### src/rtl/ring_cons_pkg.sv
package ring_cons_pkg;
  localparam int DESC_W     = 128;
  localparam int SIZE_W     = 14;
  localparam int BUF_W      = 64;
  localparam int PHASE_BIT  = 0;
  localparam int SKIP_BIT   = 1;
  localparam int LAST_BIT   = 2;
  localparam int NOTE_BIT   = 3;
  localparam int SIZE_LSB   = 4;
  localparam int RSV_LO_LSB = SIZE_LSB + SIZE_W;
  localparam int RSV_LO_W   = 32 - RSV_LO_LSB;
  localparam int BUF_LSB    = 32;
  localparam int RSV_HI_LSB = BUF_LSB + BUF_W;
  localparam int RSV_HI_W   = DESC_W - RSV_HI_LSB;

  typedef struct packed {
    logic              phase;
    logic              skip;
    logic              last;
    logic              notify;
    logic              rsv_err;
    logic [SIZE_W-1:0] bytes;
    logic [BUF_W-1:0]  buf_info;
  } dec_t;
endpackage

### src/rtl/ring_ptr.sv
module ring_ptr #(
  parameter int  DEPTH = 16,
  localparam int IDX_W = $clog2(DEPTH)
) (
  input  logic             clk_i,
  input  logic             rst_ni,
  input  logic             adv_i,
  output logic [IDX_W-1:0] idx_o,
  output logic             phase_o
);
  localparam logic [IDX_W-1:0] LAST = IDX_W'(DEPTH - 1);

  always_ff @(posedge clk_i or negedge rst_ni) begin
    if (!rst_ni) begin
      idx_o   <= '0;
      phase_o <= 1'b1;
    end else if (adv_i) begin
      if (idx_o == LAST) begin
        idx_o   <= '0;
        phase_o <= ~phase_o;
      end else begin
        idx_o <= idx_o + 1'b1;
      end
    end
  end

  assert_wrap_R3: assert property (@(posedge clk_i) disable iff (!rst_ni)
    adv_i && idx_o == LAST |=> idx_o == '0 && phase_o != $past(phase_o));
  assert_step_R3: assert property (@(posedge clk_i) disable iff (!rst_ni)
    adv_i && idx_o != LAST |=> idx_o == IDX_W'($past(idx_o) + 1'b1) && $stable(phase_o));
  assert_hold_idx_R3: assert property (@(posedge clk_i) disable iff (!rst_ni)
    !adv_i |=> $stable(idx_o) && $stable(phase_o));
endmodule

### src/rtl/desc_decode.sv
module desc_decode
  import ring_cons_pkg::*;
(
  input  logic [DESC_W-1:0] desc_i,
  output dec_t              dec_o
);
  always_comb begin
    dec_o.phase    = desc_i[PHASE_BIT];
    dec_o.skip     = desc_i[SKIP_BIT];
    dec_o.last     = desc_i[LAST_BIT];
    dec_o.notify   = desc_i[NOTE_BIT];
    dec_o.bytes    = desc_i[SIZE_LSB +: SIZE_W];
    dec_o.buf_info = desc_i[BUF_LSB +: BUF_W];
    dec_o.rsv_err  = (|desc_i[RSV_LO_LSB +: RSV_LO_W]) | (|desc_i[RSV_HI_LSB +: RSV_HI_W]);
  end
endmodule

### src/rtl/egress_ring_consumer.sv
module egress_ring_consumer
  import ring_cons_pkg::*;
#(
  parameter int  DEPTH = 16,
  localparam int IDX_W = $clog2(DEPTH)
) (
  input  logic              clk_i,
  input  logic              rst_ni,
  output logic              rd_req_o,
  output logic [IDX_W-1:0]  rd_idx_o,
  input  logic              rd_valid_i,
  input  logic [DESC_W-1:0] rd_data_i,
  output logic              cmd_valid_o,
  input  logic              cmd_ready_i,
  output logic [SIZE_W-1:0] cmd_bytes_o,
  output logic [BUF_W-1:0]  cmd_buf_o,
  output logic              cmd_sop_o,
  output logic              cmd_eop_o,
  output logic              cmd_skip_o,
  output logic              notif_o,
  output logic              err_o
);
  typedef enum logic [1:0] {S_IDLE, S_FETCH, S_WAIT, S_ISSUE} state_e;

  state_e state_q;
  dec_t   dec;
  logic   phase;
  logic   adv;
  logic   sop_pend_q;
  logic   notify_q;
  logic   err_q;
  logic   drop;

  ring_ptr #(.DEPTH(DEPTH)) u_ptr (
    .clk_i  (clk_i),
    .rst_ni (rst_ni),
    .adv_i  (adv),
    .idx_o  (rd_idx_o),
    .phase_o(phase)
  );

  desc_decode u_dec (
    .desc_i(rd_data_i),
    .dec_o (dec)
  );

  assign adv         = (state_q == S_ISSUE) && cmd_ready_i;
  assign rd_req_o    = (state_q == S_FETCH);
  assign cmd_valid_o = (state_q == S_ISSUE);
  assign notif_o     = adv && notify_q;
  assign err_o       = adv && err_q;
  // reserved-bit faults and empty sizes collapse into a skip
  assign drop        = dec.skip || dec.rsv_err || (dec.bytes == '0);

  always_ff @(posedge clk_i or negedge rst_ni) begin
    if (!rst_ni) begin
      state_q     <= S_IDLE;
      sop_pend_q  <= 1'b1;
      notify_q    <= 1'b0;
      err_q       <= 1'b0;
      cmd_bytes_o <= '0;
      cmd_buf_o   <= '0;
      cmd_sop_o   <= 1'b0;
      cmd_eop_o   <= 1'b0;
      cmd_skip_o  <= 1'b0;
    end else begin
      unique case (state_q)
        S_IDLE:  state_q <= S_FETCH;
        S_FETCH: state_q <= S_WAIT;
        S_WAIT: begin
          if (rd_valid_i) begin
            if (dec.phase == phase) begin
              cmd_bytes_o <= drop ? '0 : dec.bytes;
              cmd_buf_o   <= drop ? '0 : dec.buf_info;
              cmd_skip_o  <= drop;
              cmd_eop_o   <= dec.last;
              cmd_sop_o   <= sop_pend_q;
              notify_q    <= dec.notify;
              err_q       <= dec.rsv_err;
              state_q     <= S_ISSUE;
            end else begin
              state_q <= S_FETCH;
            end
          end
        end
        S_ISSUE: begin
          if (cmd_ready_i) begin
            sop_pend_q <= cmd_eop_o;
            state_q    <= S_FETCH;
          end
        end
        default: state_q <= S_IDLE;
      endcase
    end
  end

  assert_cmd_hold_R11: assert property (@(posedge clk_i) disable iff (!rst_ni)
    cmd_valid_o && !cmd_ready_i |=> cmd_valid_o && $stable(cmd_bytes_o) && $stable(cmd_buf_o)
      && $stable(cmd_sop_o) && $stable(cmd_eop_o) && $stable(cmd_skip_o));
  assert_notif_hs_R10: assert property (@(posedge clk_i) disable iff (!rst_ni)
    notif_o |-> cmd_valid_o && cmd_ready_i);
  assert_err_skip_R9: assert property (@(posedge clk_i) disable iff (!rst_ni)
    err_o |-> cmd_skip_o && cmd_bytes_o == '0 && cmd_buf_o == '0);
  assert_no_fetch_pending_R2: assert property (@(posedge clk_i) disable iff (!rst_ni)
    rd_req_o |-> !cmd_valid_o);
  assert_skip_empty_R7: assert property (@(posedge clk_i) disable iff (!rst_ni)
    cmd_valid_o && cmd_skip_o |-> cmd_bytes_o == '0 && cmd_buf_o == '0);
  assert_reset_quiet_R1: assert property (@(posedge clk_i) disable iff (!rst_ni)
    $rose(rd_req_o) && $past(state_q == S_IDLE) |-> rd_idx_o == '0 && phase);
endmodule

### config.mk
export PLATFORM = sky130hd
export DESIGN_NAME = egress_ring_consumer
export DESIGN_NICKNAME = d
export VERILOG_FILES = /design/src/rtl/ring_cons_pkg.sv /design/src/rtl/ring_ptr.sv /design/src/rtl/desc_decode.sv /design/src/rtl/egress_ring_consumer.sv
export SDC_FILE = /design/constraint.sdc
export NUM_CORES = 1
export LEC_CHECK = 0
export ABC_AREA = 1
export CAP_MARGIN = 10
export CORE_UTILIZATION = 40
export DETAILED_ROUTE_END_ITERATION = 16
export GPL_TIMING_DRIVEN = 0
export PLACE_DENSITY = 0.81
export SYNTH_ARGS = -nofsm -noshare
export SYNTH_HDL_FRONTEND = slang
export SYNTH_SLANG_ARGS = --single-unit
### constraint.sdc
create_clock -name clk_i -period 1.55 [get_ports clk_i]
set_input_delay 0.31 -clock clk_i [delete_from_list [all_inputs] [get_ports clk_i]]
set_output_delay 0.31 -clock clk_i [all_outputs]
set_load 0.02 [all_outputs]
==> impl_metrics.toml, run 1 <==
[run_status]
status = "finished with violations"
violations = "negative setup slack"

[finish]
multi_input_area_um2 = 1690
final_common_cell = "nand2_1"
regArea_um2 = 2280
area_growth_pct = 72.2
n_fill_cell = 756
mostFrequentLayoutCells = "nand2_1, clkdlybuf4s50_1, dfrtp_1, dlygate4sd2_1, nand4_1"
drive_gt1_share_pct = 13.8
fin_nets = 866
diodes = 0

[worst_setup_path]
crit-reg2reg-capture = "cmd_bytes_o[7]"
critPathLaunch = "state_q[0]"
crit_path_end = "err_o"
critPathTopFamily = "flip-flops"
crit_type = "flip-flop to primary output"
r2r_cells = 8
crit_path_start_kind = "flip-flop"
cpPeakStageDelay_ns = 0.43
crit_buf_inv = 1
r2r_slack_ns = -0.02
crit_required_ns = 1.24
crit_path_end_kind = "primary output"
crit_slowest_cell = "dfrtp_2"
cp.depth = 4
critPathArrivalTime_ns = 1.28
path_max_fanout = 4
crit_chain = "ha_4 > nand2_4 > nor2_2 > buf_6"
r2r-start = "u_ptr.phase_o"

[timing]
finalCriticalPeriod_ns = 1.59
fmax_mhz = 630
fin_ws_ns = -0.0365
finalSetupViolCount = 20
rsz0062_at_grt = "yes"
worstMarginPinSlew_ns = 0.586
timing.slew.headroom_pct = 60.9
drv_slew = 0
setup_tns_ns = -0.197
hold_viol = 0
finClkSkew_ns = 0.00884
fin_crit_sh_pct = 102

[global_route]
grt_start_max_net_pins = 50
gr-usage-all-layers_pct = 23.8
grt_pass1_wl_um = 20700
overflow = 0
grt_pass1_vias = 4326
antenna_found_initial = 0

[floorplan]
io_pins = 221
die_w_um = 104
core_um2 = 9950
rows = 36
initial_core_util_pct = 42.0
die_y_um = 104
die-area_um2 = 10900

[drt]
via_per_inst = 5.09
dr_wl_met3_um = 798
dr.max_layer_used = "met4"
drtIter0Drc = 273
vias = 4410
antenna_left = 0
drc = 0
firstDrtPassIters = 4
wl_met2_um = 7020
routedWlPerCell_um = 15.6
wl_um = 13500
wl_met1_um = 5380

[logic_synthesis]
ys_types = 26
synthCells = 474
synth_nets = 611
syn_area_um2 = 4190
ys.warnings.count = 0
ys_ff_latch = 91
synth_xor_area_share_pct = 0.628
synthMuxAreaShare_pct = 0.269
avgSynthCellArea_um2 = 8.83
synth_top_family_by_area = "simple AND/OR/NAND/NOR gates"
synthAdderAreaFrac_pct = 1.49
ys_seq_area_share_pct = 54.5
synth-simple-area-share_pct = 34.4
synth-compound-area-share_pct = 1.55

[place]
io_buffers = 220
dp_slack_ns = -0.498
routabilityCongestion = 0.766
place_hpwl_um = 9500

[clock_tree]
clk_pin_slew_ns = 0.09
cts-buffers-inserted = 9
clkLatencyLatePin_ns = 0.35
htreeDepth = 3
cts.sinks = 91
cts_max_path_buffers = 2
cts_tree = "done"
cts_root_buffer = "clkbuf_8"

[worst_hold_path]
worstHoldPathType = "flip-flop to flip-flop"

[flow_run]
maxCapViolCount = 0

[power]
p_total_mw = 5.66
powerDensity_nw_per_um2 = 785
ir_drop_uv = 652
leakage_nw = 3.88
worst reg2reg max path, delay by kind of cell (launching register included):
| kind | cells | cell delay, ns |
|---|---|---|
| buffers and inverters | 2 | 0.36 |
| DFF | 1 | 0.56 |
| and+or+nand+nor | 6 | 0.58 |
cells by family (layout without fill, tap and decap cells):
logic type,count (synthesis),after routing
AOI/OAI and AO/OA,10,10
buffers and inverters,46,305
and+or+nand+nor,318,319
DFF,91,91
xor gates and xnor gates,3,3
muxes,1,1
adders and majority gates,5,5
layer usage:
layer  vias to the layer above  track usage, %
li1                       2085               -
met1                      2108            28.7
met2                       196            41.4
met3                        21            4.95
met4                         0            9.39
met5                         -               0
flip-flops by register name, summed over array words and instances, names as in the netlist:
| signal | count |
|---|---|
| cmd_bytes_o | 14 |
| cmd_buf_o | 64 |
| cmd_eop_o | 1 |
| u_ptr.idx_o | 4 |
| notify_q | 1 |
| err_q | 1 |
| state_q | 2 |
| u_ptr.phase_o | 1 |
| cmd_sop_o | 1 |
| sop_pend_q | 1 |
| cmd_skip_o | 1 |
cell usage after synthesis:
cell,n,area share [%]
a21oi_1,3,0.36
a21oi_4,1,0.39
a22oi_1,1,0.18
buf_2,14,1.7
buf_4,5,0.90
buf_6,12,3.2
clkbuf_1,2,0.18
dfrtp_1,89,53
dfstp_2,2,1.3
ha_1,5,1.5
inv_1,13,1.2
mux2_2,1,0.27
nand2_1,186,17
nand2_2,1,0.15
nand3_1,3,0.36
nand3_2,2,0.48
nand4_1,78,12
nor2_1,42,3.8
nor2_2,2,0.30
nor2_4,1,0.27
nor2_8,1,0.48
o21ai_0,4,0.48
o22ai_1,1,0.15
or2_1,2,0.30
xnor2_1,2,0.42
xor2_1,1,0.21
power by group:
part | leakage, nW | switching, mW | internal [mW]
clock | 0.106 | 0.803 | 0.833
sequential | 1.24 | 0.123 | 2.51
combinational | 2.53 | 0.649 | 0.740
final cells by class:
class	instances	area share, %
clock inverter	4	0.677
inverter	13	0.712
multi-input combinational	338	23.4
sequential	91	31.7
timing repair buffer	243	34.0
buffer	33	5.14
clock buffer	12	2.15
tap	133	2.31
through the flow:
stage          cell area, µm²  util [%]  std cells  hold slack [ns]
2_1_floorplan            4190         -        474           0.0144
4_1_cts                  6800      68.3        851            0.482
6_report                 7210      72.4        867            0.480
3_5_place_dp             6580      66.1        828            0.345
5_1_grt                  7210      72.4        867            0.502
3_3_place_gp             6550      65.8        827            0.461
how the worst min path moves through the flow:
stage | startpoint | endpoint | slack [ns] | cells past startpoint
6_report | cmd_buf_o[43] | cmd_buf_o[43] | 0.48 | 2
5_1_grt | cmd_buf_o[29] | cmd_buf_o[29] | 0.50 | 2
4_1_cts | cmd_buf_o[45] | cmd_buf_o[45] | 0.48 | 2
3_5_place_dp | rst_ni | state_q[0] | 0.34 | 1
3_3_place_gp | cmd_buf_o[30] | cmd_buf_o[30] | 0.46 | 2
2_1_floorplan | rst_ni | cmd_buf_o[0] | 0.01 | 0
what timing repair did:
item                                    4_1_cts  5_1_grt
hold buffers                                  1        0
cloned                                        0        8
resized for setup                           119       56
pin swaps                                     5       65
endpoints found under the setup margin      169       86
hold endpoints to repair                     40        0
setup buffers                                 6        9
No activity file was read; power rests on OpenSTA's default activity.
==> run 2, diff against run 1 <==
MAX_ROUTING_LAYER = met4   (was not set)
==> impl_metrics.toml, run 2 (same netlist as run 1, synthesis figures left out) <==
[timing]
fin_ws_ns = -0.0365
fmax_mhz = 630
finalCriticalPeriod_ns = 1.59
worstMarginPinSlew_ns = 0.590
timing.slew.headroom_pct = 60.7
finClkSkew_ns = 0.00720
finalSetupViolCount = 23
fin_crit_sh_pct = 102
hold_viol = 0
hold-worst-slack_ns = 0.480
rsz0062_at_grt = "yes"
drv_slew = 0

[worst_setup_path]
crit_path_start_kind = "flip-flop"
critPathArrivalTime_ns = 1.28
cpPeakStageDelay_ns = 0.43
crit_type = "flip-flop to primary output"
path_max_fanout = 4
r2r_slack_ns = -0.03
crit_path_end = "err_o"
crit_chain = "ha_4 > nand2_4 > nor2_2 > buf_6"
crit-reg2reg-capture = "cmd_bytes_o[1]"
r2r-start = "u_ptr.phase_o"
cp.depth = 4
crit_slowest_cell = "dfrtp_2"
r2r_cells = 8
crit_path_end_kind = "primary output"
critPathLaunch = "state_q[0]"
crit_buf_inv = 1
critPathTopFamily = "flip-flops"
crit_required_ns = 1.24

[global_route]
grt_start_max_net_pins = 50
grt_pass1_vias = 4321
overflow = 0
gr-usage-all-layers_pct = 24.5
antenna_found_initial = 0
grt_pass1_wl_um = 20600

[power]
leakage_nw = 3.87
ir_drop_uv = 652
powerDensity_nw_per_um2 = 786
p_total_mw = 5.66

[clock_tree]
cts-buffers-inserted = 9
cts_root_buffer = "clkbuf_8"
clkLatencyLatePin_ns = 0.35
cts_tree = "done"
htreeDepth = 3
cts_max_path_buffers = 2
cts.sinks = 91
clk_pin_slew_ns = 0.09

[floorplan]
rows = 36
die_y_um = 104
core_um2 = 9950
io_pins = 221
die-area_um2 = 10900
die_w_um = 104
initial_core_util_pct = 42.0

[drt]
wl_um = 13500
vias = 4410
routedWlPerCell_um = 15.6
via_per_inst = 5.09
firstDrtPassIters = 4
drc = 0
antenna_left = 0
drtIter0Drc = 329

[flow_run]
maxCapViolCount = 0

[finish]
drive_gt1_share_pct = 13.6
n_fill_cell = 756
diodes = 0
area_growth_pct = 72.0
top_register = "cmd_buf_o"
largest_reg_flops = 64
fin_nets = 865
reg_top3 = "cmd_buf_o (64), cmd_bytes_o (14), u_ptr.idx_o (4)"
mostFrequentLayoutCells = "nand2_1, clkdlybuf4s50_1, dfrtp_1, dlygate4sd2_1, nand4_1"
final_common_cell = "nand2_1"

[place]
place_hpwl_um = 9500
routabilityCongestion = 0.776
io_buffers = 220

[run_status]
violations = "negative setup slack"
status = "finished with violations"

[worst_hold_path]
worstHoldPathType = "flip-flop to flip-flop"
holdCritStartpoint = "cmd_buf_o[43]"
[run 2: changes by cell type in the layout (fill, tap and decap cells not counted), sizes merged]
cell / change
buf: -1
[run 2: worst min path at each step]
stage | endpoint | cells past startpoint
CTS | cmd_buf_o[45] | 2
global route | cmd_buf_o[29] | 2
detailed placement | state_q[0] | 1
finish | cmd_buf_o[43] | 2
global placement | cmd_buf_o[30] | 2
floorplan | cmd_buf_o[0] | 0
[run 2: layout make-up]
type	instances	area, µm²	share of cell area (%)
Buffer	33	370	5.14
Inverter	13	51.3	0.713
Clock buffer	12	155	2.16
Sequential cell	91	2280	31.7
Tap cell	133	166	2.31
Timing Repair Buffer	242	2440	33.9
Clock inverter	4	48.8	0.678
Multi-Input combinational cell	338	1690	23.4
[run 2: per-layer routing]
layer,wire [µm],track usage (%),vias up
met5,0,-,-
met4,268,9.39,0
met3,786,4.32,19
met2,7070,41.3,203
met1,5380,29.2,2104
li1,-,-,2084
[run 2: tightest hold or removal path: stages, from the launching register on]
cell     delay, ns
dfrtp_1       0.35
nand2_1       0.05
nand2_1       0.05
[run 2: per-stage QoR]
step / TNS (ns) / utilization [%] / cell area [µm²] / cells / setup WS, ns
floorplan: 0 / - / 4190 / 474 / 0.0362
global placement: -307.04 / 65.8 / 6550 / 827 / -3.07
detailed placement: -31.02 / 66.1 / 6580 / 828 / -0.498
CTS: -0.306 / 68.3 / 6800 / 851 / -0.106
global route: -4.69 / 72.3 / 7200 / 866 / -0.105
finish: -0.285 / 72.3 / 7200 / 866 / -0.0365
[run 2: repair_timing]
action,in CTS,in global routing
hold endpoints to repair,40,0
hold buffers,1,0
buffers inserted,6,8
resized for setup,119,56
setup endpoints to repair,169,86
pin swaps,5,69
gates cloned,0,8
[run 2: power by group]
part | internal [mW] | switching, mW
registers | 2.51 | 0.124
logic | 0.739 | 0.651
clock network | 0.833 | 0.806
total | 4.08 | 1.58
